==> src/rtl/dab_pkg.sv <==
package dab_pkg;

  // Add (1) or subtract (0) the table entry for a slice. The bit of word 0
  // carries the sign of the recoded slice; the sign slice is inverted.
  function automatic logic slice_add(input logic lsb_word_bit, input logic sign_slice);
    return lsb_word_bit ^ sign_slice;
  endfunction

  // Table address bit: a word's bit relative to the bit of word 0.
  function automatic logic rel_bit(input logic word_bit, input logic ref_bit);
    return word_bit ^ ref_bit;
  endfunction

endpackage

==> src/rtl/dab_table.sv <==
module dab_table #(
  parameter int K  = 4,
  parameter int CW = 8,
  parameter int SW = 11,
  parameter logic [K*CW-1:0] COEFS = '0
) (
  input  logic [K-2:0]          addr,
  output logic signed [SW-1:0]  tval
);
  localparam int NE = 2 ** (K - 1);

  function automatic logic signed [SW-1:0] coef(input int k);
    logic [CW-1:0] raw;
    raw = COEFS[k*CW +: CW];
    return {{(SW-CW){raw[CW-1]}}, raw};
  endfunction

  // Entry e: word 0 recoded as +1; word k as -1 when bit k-1 of e is set.
  function automatic logic signed [SW-1:0] entry_val(input int e);
    logic signed [SW-1:0] s;
    s = coef(0);
    for (int k = 1; k < K; k++) begin
      if (((e >> (k - 1)) & 1) == 1) s = s - coef(k);
      else                            s = s + coef(k);
    end
    return s;
  endfunction

  logic signed [SW-1:0] ent [NE];

  for (genvar e = 0; e < NE; e++) begin : g_ent
    localparam logic signed [SW-1:0] EV = entry_val(e);
    assign ent[e] = EV;
  end

  assign tval = ent[addr];
endmodule

==> src/rtl/dab_slice.sv <==
module dab_slice #(
  parameter int K = 4
) (
  input  logic [K-1:0] bits,
  input  logic         sign_slice,
  output logic [K-2:0] addr,
  output logic         add_op
);
  import dab_pkg::*;

  for (genvar k = 1; k < K; k++) begin : g_addr
    assign addr[k-1] = rel_bit(bits[k], bits[0]);
  end

  assign add_op = slice_add(bits[0], sign_slice);
endmodule

==> src/rtl/dab_accum.sv <==
module dab_accum #(
  parameter int SW = 11,
  parameter int AW = 24,
  parameter int XW = 8,
  parameter logic signed [AW-1:0] PRE = '0
) (
  input  logic                 clk,
  input  logic                 rst_n,
  input  logic                 load,
  input  logic                 step,
  input  logic                 add_op,
  input  logic signed [SW-1:0] tval,
  output logic signed [AW-1:0] acc_q,
  output logic signed [AW-1:0] acc_next
);
  logic signed [AW-1:0] term;
  logic signed [AW-1:0] sum;

  assign term     = {{(AW-SW){tval[SW-1]}}, tval} <<< XW;
  assign sum      = add_op ? (acc_q + term) : (acc_q - term);
  assign acc_next = sum >>> 1;

  always_ff @(posedge clk or negedge rst_n) begin
    if (!rst_n)    acc_q <= '0;
    else if (load) acc_q <= PRE;
    else if (step) acc_q <= acc_next;
  end
endmodule

==> src/rtl/dab_engine.sv <==
module dab_engine #(
  parameter int K  = 4,
  parameter int XW = 8,
  parameter int CW = 8,
  parameter logic [K*CW-1:0] COEFS = {8'h37, 8'h0F, 8'hBF, 8'h2D},
  parameter int YW = CW + XW + $clog2(K)
) (
  input  logic              clk,
  input  logic              rst_n,
  input  logic              start_i,
  input  logic [K*XW-1:0]   data_i,
  output logic [YW-1:0]     result_o,
  output logic              valid_o
);
  localparam int SW  = CW + $clog2(K) + 1;
  localparam int AW  = XW + CW + $clog2(K) + 3;
  localparam int CNW = (XW > 1) ? $clog2(XW) : 1;
  localparam logic [CNW-1:0] LAST = CNW'(XW - 1);

  function automatic logic signed [AW-1:0] coef_sum();
    logic signed [AW-1:0] s;
    logic [CW-1:0] raw;
    s = '0;
    for (int k = 0; k < K; k++) begin
      raw = COEFS[k*CW +: CW];
      s = s + {{(AW-CW){raw[CW-1]}}, raw};
    end
    return s;
  endfunction

  localparam logic signed [AW-1:0] PRE = (-coef_sum()) <<< XW;

  logic                 busy;
  logic                 accept;
  logic                 last_slice;
  logic [CNW-1:0]       slice_cnt;
  logic [K-1:0]         cur_bits;
  logic [K-2:0]         tbl_addr;
  logic                 add_op;
  logic signed [SW-1:0] tval;
  logic signed [AW-1:0] acc_q;
  logic signed [AW-1:0] acc_next;
  logic signed [AW-1:0] final_val;

  assign accept     = start_i && !busy;
  assign last_slice = busy && (slice_cnt == LAST);

  for (genvar k = 0; k < K; k++) begin : g_word
    logic [XW-1:0] sh;
    always_ff @(posedge clk or negedge rst_n) begin
      if (!rst_n)      sh <= '0;
      else if (accept) sh <= data_i[k*XW +: XW];
      else if (busy)   sh <= {1'b0, sh[XW-1:1]};
    end
    assign cur_bits[k] = sh[0];
  end

  always_ff @(posedge clk or negedge rst_n) begin
    if (!rst_n) begin
      busy      <= 1'b0;
      slice_cnt <= '0;
    end else if (accept) begin
      busy      <= 1'b1;
      slice_cnt <= '0;
    end else if (busy) begin
      busy      <= !last_slice;
      slice_cnt <= slice_cnt + 1'b1;
    end
  end

  dab_slice #(.K(K)) u_slice (
    .bits       (cur_bits),
    .sign_slice (last_slice),
    .addr       (tbl_addr),
    .add_op     (add_op)
  );

  dab_table #(.K(K), .CW(CW), .SW(SW), .COEFS(COEFS)) u_table (
    .addr (tbl_addr),
    .tval (tval)
  );

  dab_accum #(.SW(SW), .AW(AW), .XW(XW), .PRE(PRE)) u_accum (
    .clk      (clk),
    .rst_n    (rst_n),
    .load     (accept),
    .step     (busy),
    .add_op   (add_op),
    .tval     (tval),
    .acc_q    (acc_q),
    .acc_next (acc_next)
  );

  // The accumulated value is twice the inner product.
  assign final_val = acc_next >>> 1;

  always_ff @(posedge clk or negedge rst_n) begin
    if (!rst_n) begin
      result_o <= '0;
      valid_o  <= 1'b0;
    end else begin
      valid_o <= last_slice;
      if (last_slice) result_o <= final_val[YW-1:0];
    end
  end
endmodule

==> config.mk <==
export PLATFORM = sky130hd
export DESIGN_NAME = dab_engine
export DESIGN_NICKNAME = d
export VERILOG_FILES = /design/src/rtl/dab_pkg.sv /design/src/rtl/dab_table.sv /design/src/rtl/dab_slice.sv /design/src/rtl/dab_accum.sv /design/src/rtl/dab_engine.sv
export SDC_FILE = /design/constraint.sdc
export NUM_CORES = 1
export LEC_CHECK = 0
export ABC_AREA = 1
export BUFFER_PORTS_ARGS = -buffer_cell sky130_fd_sc_hd__clkbuf_2
export CELL_PAD_IN_SITES_DETAIL_PLACEMENT = 0
export CELL_PAD_IN_SITES_GLOBAL_PLACEMENT = 2
export CORE_MARGIN = 1.5
export CORE_UTILIZATION = 35
export DETAILED_ROUTE_END_ITERATION = 8
export PLACE_DENSITY_LB_ADDON = 0.1
export RECOVER_POWER = 25
export SYNTH_ARGS = -nofsm -noshare
export SYNTH_HDL_FRONTEND = slang
export SYNTH_SLANG_ARGS = --single-unit
==> constraint.sdc <==
create_clock -name clk -period 3.6 [get_ports clk]
set_clock_uncertainty 0.05 [all_clocks]
set_input_delay 0.18 -clock clk [delete_from_list [all_inputs] [get_ports clk]]
set_output_delay 0.18 -clock clk [all_outputs]
set_load 0.05 [all_outputs]
* Word-level counts from Yosys, hierarchy flattened
Memories as Yosys holds them, arrays and structs flattened. Index checks and enable logic that the tools add are counted.
Word-level totals: output and inout port bits 19, word-level logic and storage cells 42, ROM bits 88, input port bits 35, register bits 76, memories kept 1
Cells by class: add/sub/neg operators 3, bitwise logic cells 5, eq/ne operators 1, reduce and logical (&&, ||, !) cells 5, mux-type cells 17, $lt $le $gt $ge 1
Memory list:
- (name not given) | depth 8, width 11, rd ports 1, clocked after Yosys merged registers in 0, write ports 0, RTL line dab_table.sv:36 | assign tval = ent[addr];
Operators with widths (count):
- 8-bit 2-to-1 mux | 8
- 21-bit 2-to-1 mux | 3
- 11-bit 2-to-1 mux | 2
- 21-bit by 19-bit adder with 21-bit output | 1
- 21-bit by 19-bit subtractor with 21-bit output | 1
- 3-bit 2-to-1 mux | 2
- 4-bit >= comparator, second input constant | 1
- 3-bit inverter with 4-bit output | 1
- 1-bit XOR | 4
- 3-bit by 1-bit adder with 3-bit output, second input constant | 1
- 3-bit == test, second input constant | 1
- 1-bit logical AND | 2
- 1-bit zero test | 2
- 1-bit 2-to-1 mux | 2
- 2-bit nonzero test | 1

* Longest topological paths before layout
Gate-level depths: netlist (run 1).
word-level depth 9, gate-level depth with buffers 22, mapped depth without buffers 22

* By module
From an unflattened synthesis (run 1), not the netlist that was laid out.
Second synthesis, totals: cells, all modules 548, area total of the unflattened synthesis 4435.5 um2
Modules (own cells, without submodules):
- dab_engine | sequential area each 1376.3 um2, cells each 266, area each 2437.3 um2, instances 1
- dab_accum | sequential area each 500.5 um2, cells each 243, area each 1790.5 um2, instances 1
- dab_table | sequential area each 0.0 um2, cells each 22, area each 143.9 um2, instances 1
- dab_slice | sequential area each 0.0 um2, cells each 17, area each 63.8 um2, instances 1

* Worst setup path after synthesis (run 1)
No wires, ideal clock.
path kind register -> register, start point reg g_word[0].sh[0], end point reg u_accum.acc_q[17], arrival time 3.109 ns, path buffers 0, data required time 3.430 ns, period minus slack after synthesis 3.279 ns, cell stages (with the launch flop) 18, library setup time 0.120 ns, path slack 0.321 ns, cell sequence dfrtp_1 xnor2_1 inv_1 ha_1 xor2_1 inv_1 ha_1 a21oi_1 xor2_1 ha_1 nand2_1 o21ai_0 a21oi_1 o21ai_0 xor2_1 nand2_1 o21ai_0 inv_1
On the way: word-level cells in the longest chain between the ends 9, elaborated cells between the ends (all ways) 13, those cells by class add/sub (2); mux (5); bitwise (5); memory (1)
Ends and longest elaborated chain:
- from (decl) | RTL line dab_engine.sv:49 | logic [XW-1:0] sh;
- from (signal assigned) | RTL line dab_engine.sv:52 | else if (accept) sh <= data_i[k*XW +: XW];
- from (signal assigned) | RTL line dab_engine.sv:53 | else if (busy) sh <= {1'b0, sh[XW-1:1]};
- 1-bit XOR | RTL line dab_pkg.sv:11 | return word_bit ^ ref_bit;
- 3-bit inverter with 4-bit output (implied by the code) | RTL line dab_table.sv:36
- memory read 8 x 11 bit
- 11-bit 2-to-1 mux (implied by the code) (2 in a row) | RTL line dab_table.sv:36
- 21-bit by 19-bit subtractor with 21-bit output or 21-bit by 19-bit adder with 21-bit output (tied branches) | RTL line dab_accum.sv:20 | assign sum = add_op ? (acc_q + term) : (acc_q - term);
- 21-bit 2-to-1 mux (*) | RTL line dab_accum.sv:20
- 21-bit 2-to-1 mux (*) | RTL line dab_accum.sv:26 | else if (step) acc_q <= acc_next;
- 21-bit 2-to-1 mux (*) | RTL line dab_accum.sv:25 | else if (load) acc_q <= PRE;
- to (signal assigned) | RTL line dab_accum.sv:26
- to (decl) | RTL line dab_accum.sv:13 | output logic signed [AW-1:0] acc_q,
Mark *: on every way between the ends. The rest lies on a longest branch, timed or not. The select of a mux whose other input is x is not followed. A chain may end at the register's enable or synchronous reset.

* Worst setup path after layout (run 1)
start point reg g_word[0].sh[0], end point reg u_accum.acc_q[16]
Same word-level chain as after synthesis.

==> results by group, run 1 <==
Run status
  • Status: finished with violations
  • Failing checks: capacitance limit, slew limit

CTS
  • CTS H-tree lvls: 3
  • CTS Sinks: 73
  • CTS Buffer Depth: 2
  • CTS buffer count: 9
  • Root Driver: clkbuf_8
  • Clk_lat worst skew: 0.35 ns
  • CTS tree: yes
  • Reg clk slew, reported paths: 0.08 ns

STA
  • Max transition margin: -20.6%
  • Setup TNS: 0 ns
  • Slew Viols, Final: 74
  • Final Setup Violations: 0
  • Max Fclk: 302 MHz
  • Slew @ Worst Pin: 1.81 ns
  • RSZ-0062 raised after global routing: no
  • Period utilization: 92.1%
  • Endpoints failing hold: 0
  • Fin crit period: 3.31 ns

Final layout
  • # diodes: 0
  • Layout cells sized above 1: 15.5%
  • Area Growth Syn to Fin: 23.5%
  • Final design area excluding fillers: 0.00470 mm²
  • Nets: 570

Worst setup path
  • Max incr delay on CP: 0.51 ns
  • Critical path peak fanout: 5
  • R2R Path Start: g_word[0].sh[0]
  • Crit-path leading delay family: adder cells
  • CP Buf/Inv Count: 3
  • Critical path class: register to register
  • Crit-path cells: xnor2_1, inv_1, ha_1, xor2_2, inv_1, ha_1, nand2_1, o21ai_0, fa_1, a21oi_1, o21ai_0, xnor2_1, nand2_1, o21ai_0, inv_1
  • R2R Path End: u_accum.acc_q[16]
  • Worst reg-to-reg path cell count: 15
  • Required @ worst endpoint: 3.79 ns
  • Worst Path Arrival: 3.50 ns
  • Slowest cell on crit path: fa_1
  • Crit path capture type: register
  • Setup slack, reg-to-reg: 0.29 ns
  • Startpoint types: register

Synthesis
  • Post-synthesis register bit count: 73
  • Biggest area consumer among synthesized cells: dfrtp_1
  • Number of flops mapped to enable cells by yosys: 0
  • Post-synth top area share: between 40 and 50%
  • Most used DFF post-synth: dfrtp_1
  • Top-count cell post-synth: nand2_1
  • Syn_nets: 489
  • Commonest cells in the netlist: nand2_1 (114), dfrtp_1 (73), inv_1 (53)
  • FFs w/ async S/R, synth: 100%
  • Post-Synthesis Cell Area: 0.00381 mm²
  • Seq/Total Area, Yosys: 48.0%
  • Ranking of synthesized cells by area: dfrtp_1 (48%), nand2_1 (11%), ha_1 (7.6%)
  • Syn Area/Cell: 8.85 µm²
  • Syn Inst Count: 430
  • Count of warnings emitted by yosys: 0
  • Post-synthesis cell type count: 33

Floorplanning
  • Area of the core: ~0.010 mm²
  • I/O pin count: 54
  • Rows: 37
  • Total die area: 0.0115 mm²
  • Die Y: 107 µm
  • Initial core utilization: 36.4%
  • Die W: 107 µm

Min path
  • Min-Delay Startpoint: data_i[8]
  • Hold Path End: g_word[1].sh[0]
  • Worst min-delay path class: primary input to register
  • Worst hold path depth: 3

Global routing
  • Global-route wire length before repair: 15200 µm
  • Largest net degree at the start of global routing: 74
  • Vias in the first global route: 3211
  • Initial antenna violation count: 0
  • Gr usage total: 16.9%
  • Grt total ovfl: 0

Routing
  • Routed len/inst: 13.5 µm
  • Vias: 3091
  • Residual DRC: 0
  • Via density: 4.75
  • Final WL: 8790 µm
  • Detail Route Antenna Nets: 0
  • Number of DRC markers in iteration 0: 98
  • First-pass DRT Iterations: 4

Place
  • Port Buffers: 53
  • HPWL Detailed: 5930 µm
  • GP Congestion: 0.782
  • Placed cell areas: 0.00424 mm²

Run
  • Max-cap check violation count: 1
[per-layer routing]
layer | vias up | share of wire (%) | global-route usage (%)
met5 | - | 0 | 0
met4 | 0 | 1.0 | 4.95
met3 | 8 | 2.8 | 3.63
met2 | 50 | 46 | 27.3
met1 | 1462 | 50 | 22.8
li1 | 1571 | - | -
[sequential cells by signal, summed over array words and instances (netlist names)]
signal and cells:
u_accum.acc_q 18, valid_o 1, busy 1, slice_cnt 3
g_word.sh 32, result_o 18
[cells by family (layout without fill, tap and decap cells)]
logic type / Yosys count / in the layout / synth area share (%)
AOI/OAI and AO/OA: 88 / 88 / 14.4
and+or+nand+nor: 156 / 156 / 18.2
adders and majority gates: 24 / 24 / 8.08
DFF: 73 / 73 / 48.0
buffers and inverters: 72 / 157 / 7.26
xor gates and xnor gates: 17 / 17 / 4.11
[layout by cell type (no fill, tap or decap), types with 2 or more instances in the layout]
| master | Yosys | layout |
|---|---|---|
| clkbuf_8 | 0 | 9 |
| o221ai_1 | 9 | 9 |
| bufinv_16 | 0 | 2 |
| nor2_2 | 1 | 2 |
| xor2_1 | 12 | 11 |
| buf_4 | 0 | 7 |
| nor2_1 | 10 | 9 |
| nand2_1 | 114 | 114 |
| nand3_2 | 3 | 3 |
| xnor2_1 | 4 | 4 |
| dlygate4sd3_1 | 0 | 26 |
| ha_1 | 23 | 23 |
| clkbuf_2 | 0 | 34 |
| dfrtp_1 | 73 | 72 |
| a21o_1 | 2 | 2 |
| nand3_1 | 15 | 15 |
| nand2_2 | 8 | 8 |
| a21oi_1 | 15 | 14 |
| inv_6 | 1 | 3 |
| nand2_8 | 2 | 2 |
| o21ai_0 | 33 | 31 |
| a22o_1 | 2 | 2 |
| inv_1 | 53 | 53 |
| o211ai_1 | 15 | 15 |
| xor2_2 | 1 | 2 |
| o22ai_1 | 9 | 9 |
| clkbuf_1 | 13 | 19 |
[metrics by stage]
step	instances	worst slack [ns]	hold WS [ns]	utilization (%)
final	651	0.286	0.0142	45.0
after global routing	651	0.0105	0.0154	45.0
after CTS	651	0.149	0.00642	45.0
after detailed placement	610	0.186	0.341	40.5
after global placement	610	0.270	0.337	40.5
after floorplan	430	0.321	-0.166	-
[how the worst max path moves through the flow]
stage,cells after the start,endpoint,startpoint
6_report,15,u_accum.acc_q[16],g_word[0].sh[0]
5_1_grt,19,u_accum.acc_q[16],g_word[0].sh[0]
4_1_cts,18,u_accum.acc_q[17],g_word[0].sh[0]
3_5_place_dp,18,u_accum.acc_q[17],g_word[0].sh[0]
3_3_place_gp,18,u_accum.acc_q[17],g_word[0].sh[0]
2_1_floorplan,17,u_accum.acc_q[17],g_word[0].sh[0]
[cell type report]
| class | count | area [µm²] |
|---|---|---|
| multi-input combinational | 285 | 1720 |
| clock inverter | 6 | 90.1 |
| inverter | 56 | 215 |
| clock buffer | 9 | 124 |
| fill | 1069 | 5760 |
| sequential | 73 | 1830 |
| timing repair buffer | 86 | 554 |
| tap | 136 | 170 |
[worst register-to-register path, cell delays in order (launching register included)]
cell     delay (ns)
dfrtp_2        0.45
xnor2_1        0.20
inv_1          0.10
ha_1           0.38
xor2_2         0.17
inv_1          0.06
ha_1           0.28
nand2_1        0.06
o21ai_0        0.14
fa_1           0.51
a21oi_1        0.23
o21ai_0        0.15
xnor2_1        0.23
nand2_1        0.07
o21ai_0        0.07
inv_1          0.05
[timing repair]
item,in CTS,in global routing
setup endpoints to repair,0,7
buffers inserted,0,0
hold buffers,26,0
hold endpoints to repair,98,0
resized for setup,0,7
Power of run 1 is left out: the tool's default activity adds up to more than one toggle a clock period on the data nets, which glitch-free logic cannot reach.
==> inputs of run 2 (changes only) <==
--- a/config.mk
+++ b/config.mk
@@ -5,15 +5,15 @@
 export SDC_FILE = /design/constraint.sdc
 export NUM_CORES = 1
 export LEC_CHECK = 0
-export ABC_AREA = 1
 export BUFFER_PORTS_ARGS = -buffer_cell sky130_fd_sc_hd__clkbuf_2
 export CELL_PAD_IN_SITES_DETAIL_PLACEMENT = 0
 export CELL_PAD_IN_SITES_GLOBAL_PLACEMENT = 2
 export CORE_MARGIN = 1.5
-export CORE_UTILIZATION = 35
+export CORE_UTILIZATION = 36
 export DETAILED_ROUTE_END_ITERATION = 8
 export PLACE_DENSITY_LB_ADDON = 0.1
 export RECOVER_POWER = 25
+export SLEW_MARGIN = 15
 export SYNTH_ARGS = -nofsm -noshare
 export SYNTH_HDL_FRONTEND = slang
 export SYNTH_SLANG_ARGS = --single-unit
==> results by group, run 2 <==
Run status
  • Status: finished with violations
  • Failing checks: capacitance limit, slew limit

Worst setup path
  • Setup slack, reg-to-reg: 0.15 ns
  • Worst Path Arrival: 3.63 ns
  • Required @ worst endpoint: 3.78 ns
  • Critical path class: register to register
  • Crit path capture type: register
  • Crit-path leading delay family: adder cells
  • Max incr delay on CP: 0.47 ns
  • CP Buf/Inv Count: 1
  • Startpoint types: register
  • Crit-path cells: xor2_2, ha_1, xnor2_2, ha_1, inv_1, o21ai_1, fa_2, a21o_1, a21o_1, a21oi_2, o21ai_1, or4b_1, and3_1
  • Critical path peak fanout: 4
  • Slowest cell on crit path: or4b_1

Final layout
  • Nets: 549
  • # diodes: 0
  • Largest regs: g_word.sh: 32 flops, result_o: 18 flops, u_accum.acc_q: 18 flops
  • Max reg flops: 32
  • Commonest non-fill, non-tap cell in the layout: nand2_1
  • Register with the most flip-flops: g_word.sh
  • Final core utilization: between 40% and 50%
  • Fill count: 1097
  • Area occupied by multi-input gates: 0.00219 mm²
  • Layout cells sized above 1: 17.8%
  • Most frequent cells in the layout: nand2_1 (79), dfrtp_1 (71), o21ai_0 (41), clkbuf_2 (34), mux2i_1 (33)
  • Register area: 0.00183 mm²
  • Area Growth Syn to Fin: 19.3%

STA
  • Max transition margin: -25.0%
  • Slew Viols, Final: 74
  • RSZ-0062 raised after global routing: yes
  • Period utilization: about 96%
  • Slew @ Worst Pin: approximately 1.9 ns
  • Max Fclk: ~290 MHz
  • Setup TNS: 0 ns
  • Final Setup Violations: 0
  • Endpoints failing hold: 0
  • Hold slack final: around 0.033 ns
  • Fin crit period: 3.45 ns

Synthesis
  • Top-count cell post-synth: nand2_1
  • Number of flops mapped to enable cells by yosys: 0
  • Post-synthesis cell type count: 54
  • Count of warnings emitted by yosys: 0
  • Syn Area/Cell: 9.53 µm²
  • Most used DFF post-synth: dfrtp_1
  • Post-synthesis register bit count: 73
  • FFs w/ async S/R, synth: 100%
  • Post-synth top area share: about 44%
  • Biggest area consumer among synthesized cells: dfrtp_1
  • Commonest cells in the netlist: nand2_1 (79), dfrtp_1 (73), o21ai_0 (45)
  • Ranking of synthesized cells by area: dfrtp_1 (44%), mux2i_1 (8.0%), nand2_1 (7.2%)
  • Syn Inst Count: 431
  • Syn_nets: a little under 500
  • Seq/Total Area, Yosys: between 40% and 50%
  • Post-Synthesis Cell Area: 0.00411 mm²

CTS
  • Reg clk slew, reported paths: roughly 0.060 ns
  • CTS tree: yes
  • CTS buffer count: 9
  • # Post-CTS Setup Buffers: 0
  • CTS Buffer Depth: 2
  • CTS H-tree lvls: 3
  • Root Driver: clkbuf_16
  • Clk_lat worst skew: ~0.34 ns
  • CTS Sinks: 73

Floorplanning
  • Rows: 38
  • Area of the core: 0.0110 mm²
  • Initial core utilization: 37.4%
  • Die W: ~110 µm
  • I/O pin count: 54
  • Total die area: 0.0121 mm²
  • Die Y: 110 µm

Routing
  • Vias: approximately 3.2k
  • Via density: 5.09
  • Residual DRC: 0
  • Routed len/inst: approximately 15 µm
  • Number of DRC markers in iteration 0: 120
  • Final WL: between 9000 and 10000 µm
  • Detail Route Antenna Nets: 0
  • First-pass DRT Iterations: 4

Place
  • HPWL Detailed: 6460 µm
  • Port Buffers: 53
  • GP Congestion: 0.811

Min path
  • Worst min-delay path class: primary input to register

Run
  • Max-cap check violation count: 1

Global routing
  • Vias in the first global route: 3097
  • Gr usage total: 17.4%
  • Grt total ovfl: 0
  • Largest net degree at the start of global routing: 97
  • Global-route wire length before repair: roughly 16000 µm
  • Initial antenna violation count: 0
==> run 2: cells by family (layout without fill, tap and decap cells) <==
family / after synthesis / count (layout) / share of synthesized area [%]
flops: 73 / 73 / 44.5
mux: 35 / 35 / 8.59
fa+ha+maj: 24 / 24 / 7.50
simple gates: 140 / 140 / 15.9
xor+xnor: 16 / 16 / 3.60
compound gates: 105 / 105 / 16.2
buf+inv: 38 / 101 / 3.78
==> run 2: cell type report <==
type,count,share of cell area (%)
multi-input combinational,320,44.7
inverter,13,0.996
timing repair buffer,73,8.04
tap,140,3.58
sequential,73,37.3
clock inverter,3,0.358
clock buffer,12,5.03
==> run 2: metal layers <==
metal  track usage (%)  share of wire [%]
met1              22.5                 47
met2              27.6                 47
met3              3.79                3.5
met4              8.63                2.2
met5                 0                  0
==> run 2: worst min-delay path: cells and delay by family <==
| family | cells | cell delay, ns |
|---|---|---|
| AND/OR/NAND/NOR | 1 | 0.07 |
| multiplexers | 1 | 0.06 |
| buffers and inverters | 1 | 0.07 |
==> run 2: what timing repair did <==
item / CTS / global route
setup endpoints to repair: 3 / 8
gates resized for setup: 3 / 12
pin swaps: 0 / 3
hold buffers: 1 / 0
hold endpoints to repair: 73 / 0
==> run 2: through the flow <==
| stage | setup WS (ns) | std cells | instance area (µm²) |
|---|---|---|---|
| 2_1_floorplan | 0.0334 | 431 | 4130 |
| 3_3_place_gp | 0.0941 | 618 | 4600 |
| 3_5_place_dp | -0.0242 | 618 | 4600 |
| 4_1_cts | 0.0245 | 634 | 4890 |
| 5_1_grt | -0.0297 | 634 | 4900 |
| 6_report | 0.148 | 634 | 4900 |
==> run 2: final timing paths <==
kind                                 start  cells after the start                 to
min reg2reg                    result_o[3]                      2        result_o[3]
max                        g_word[0].sh[0]                     13  u_accum.acc_q[16]
max in group asynchronous            rst_n                      2               busy
max reg2reg                g_word[0].sh[0]                     13  u_accum.acc_q[16]
min in group asynchronous            rst_n                      2       result_o[17]
min                             data_i[15]                      3    g_word[1].sh[7]
Power of run 2 is left out for the same reason.
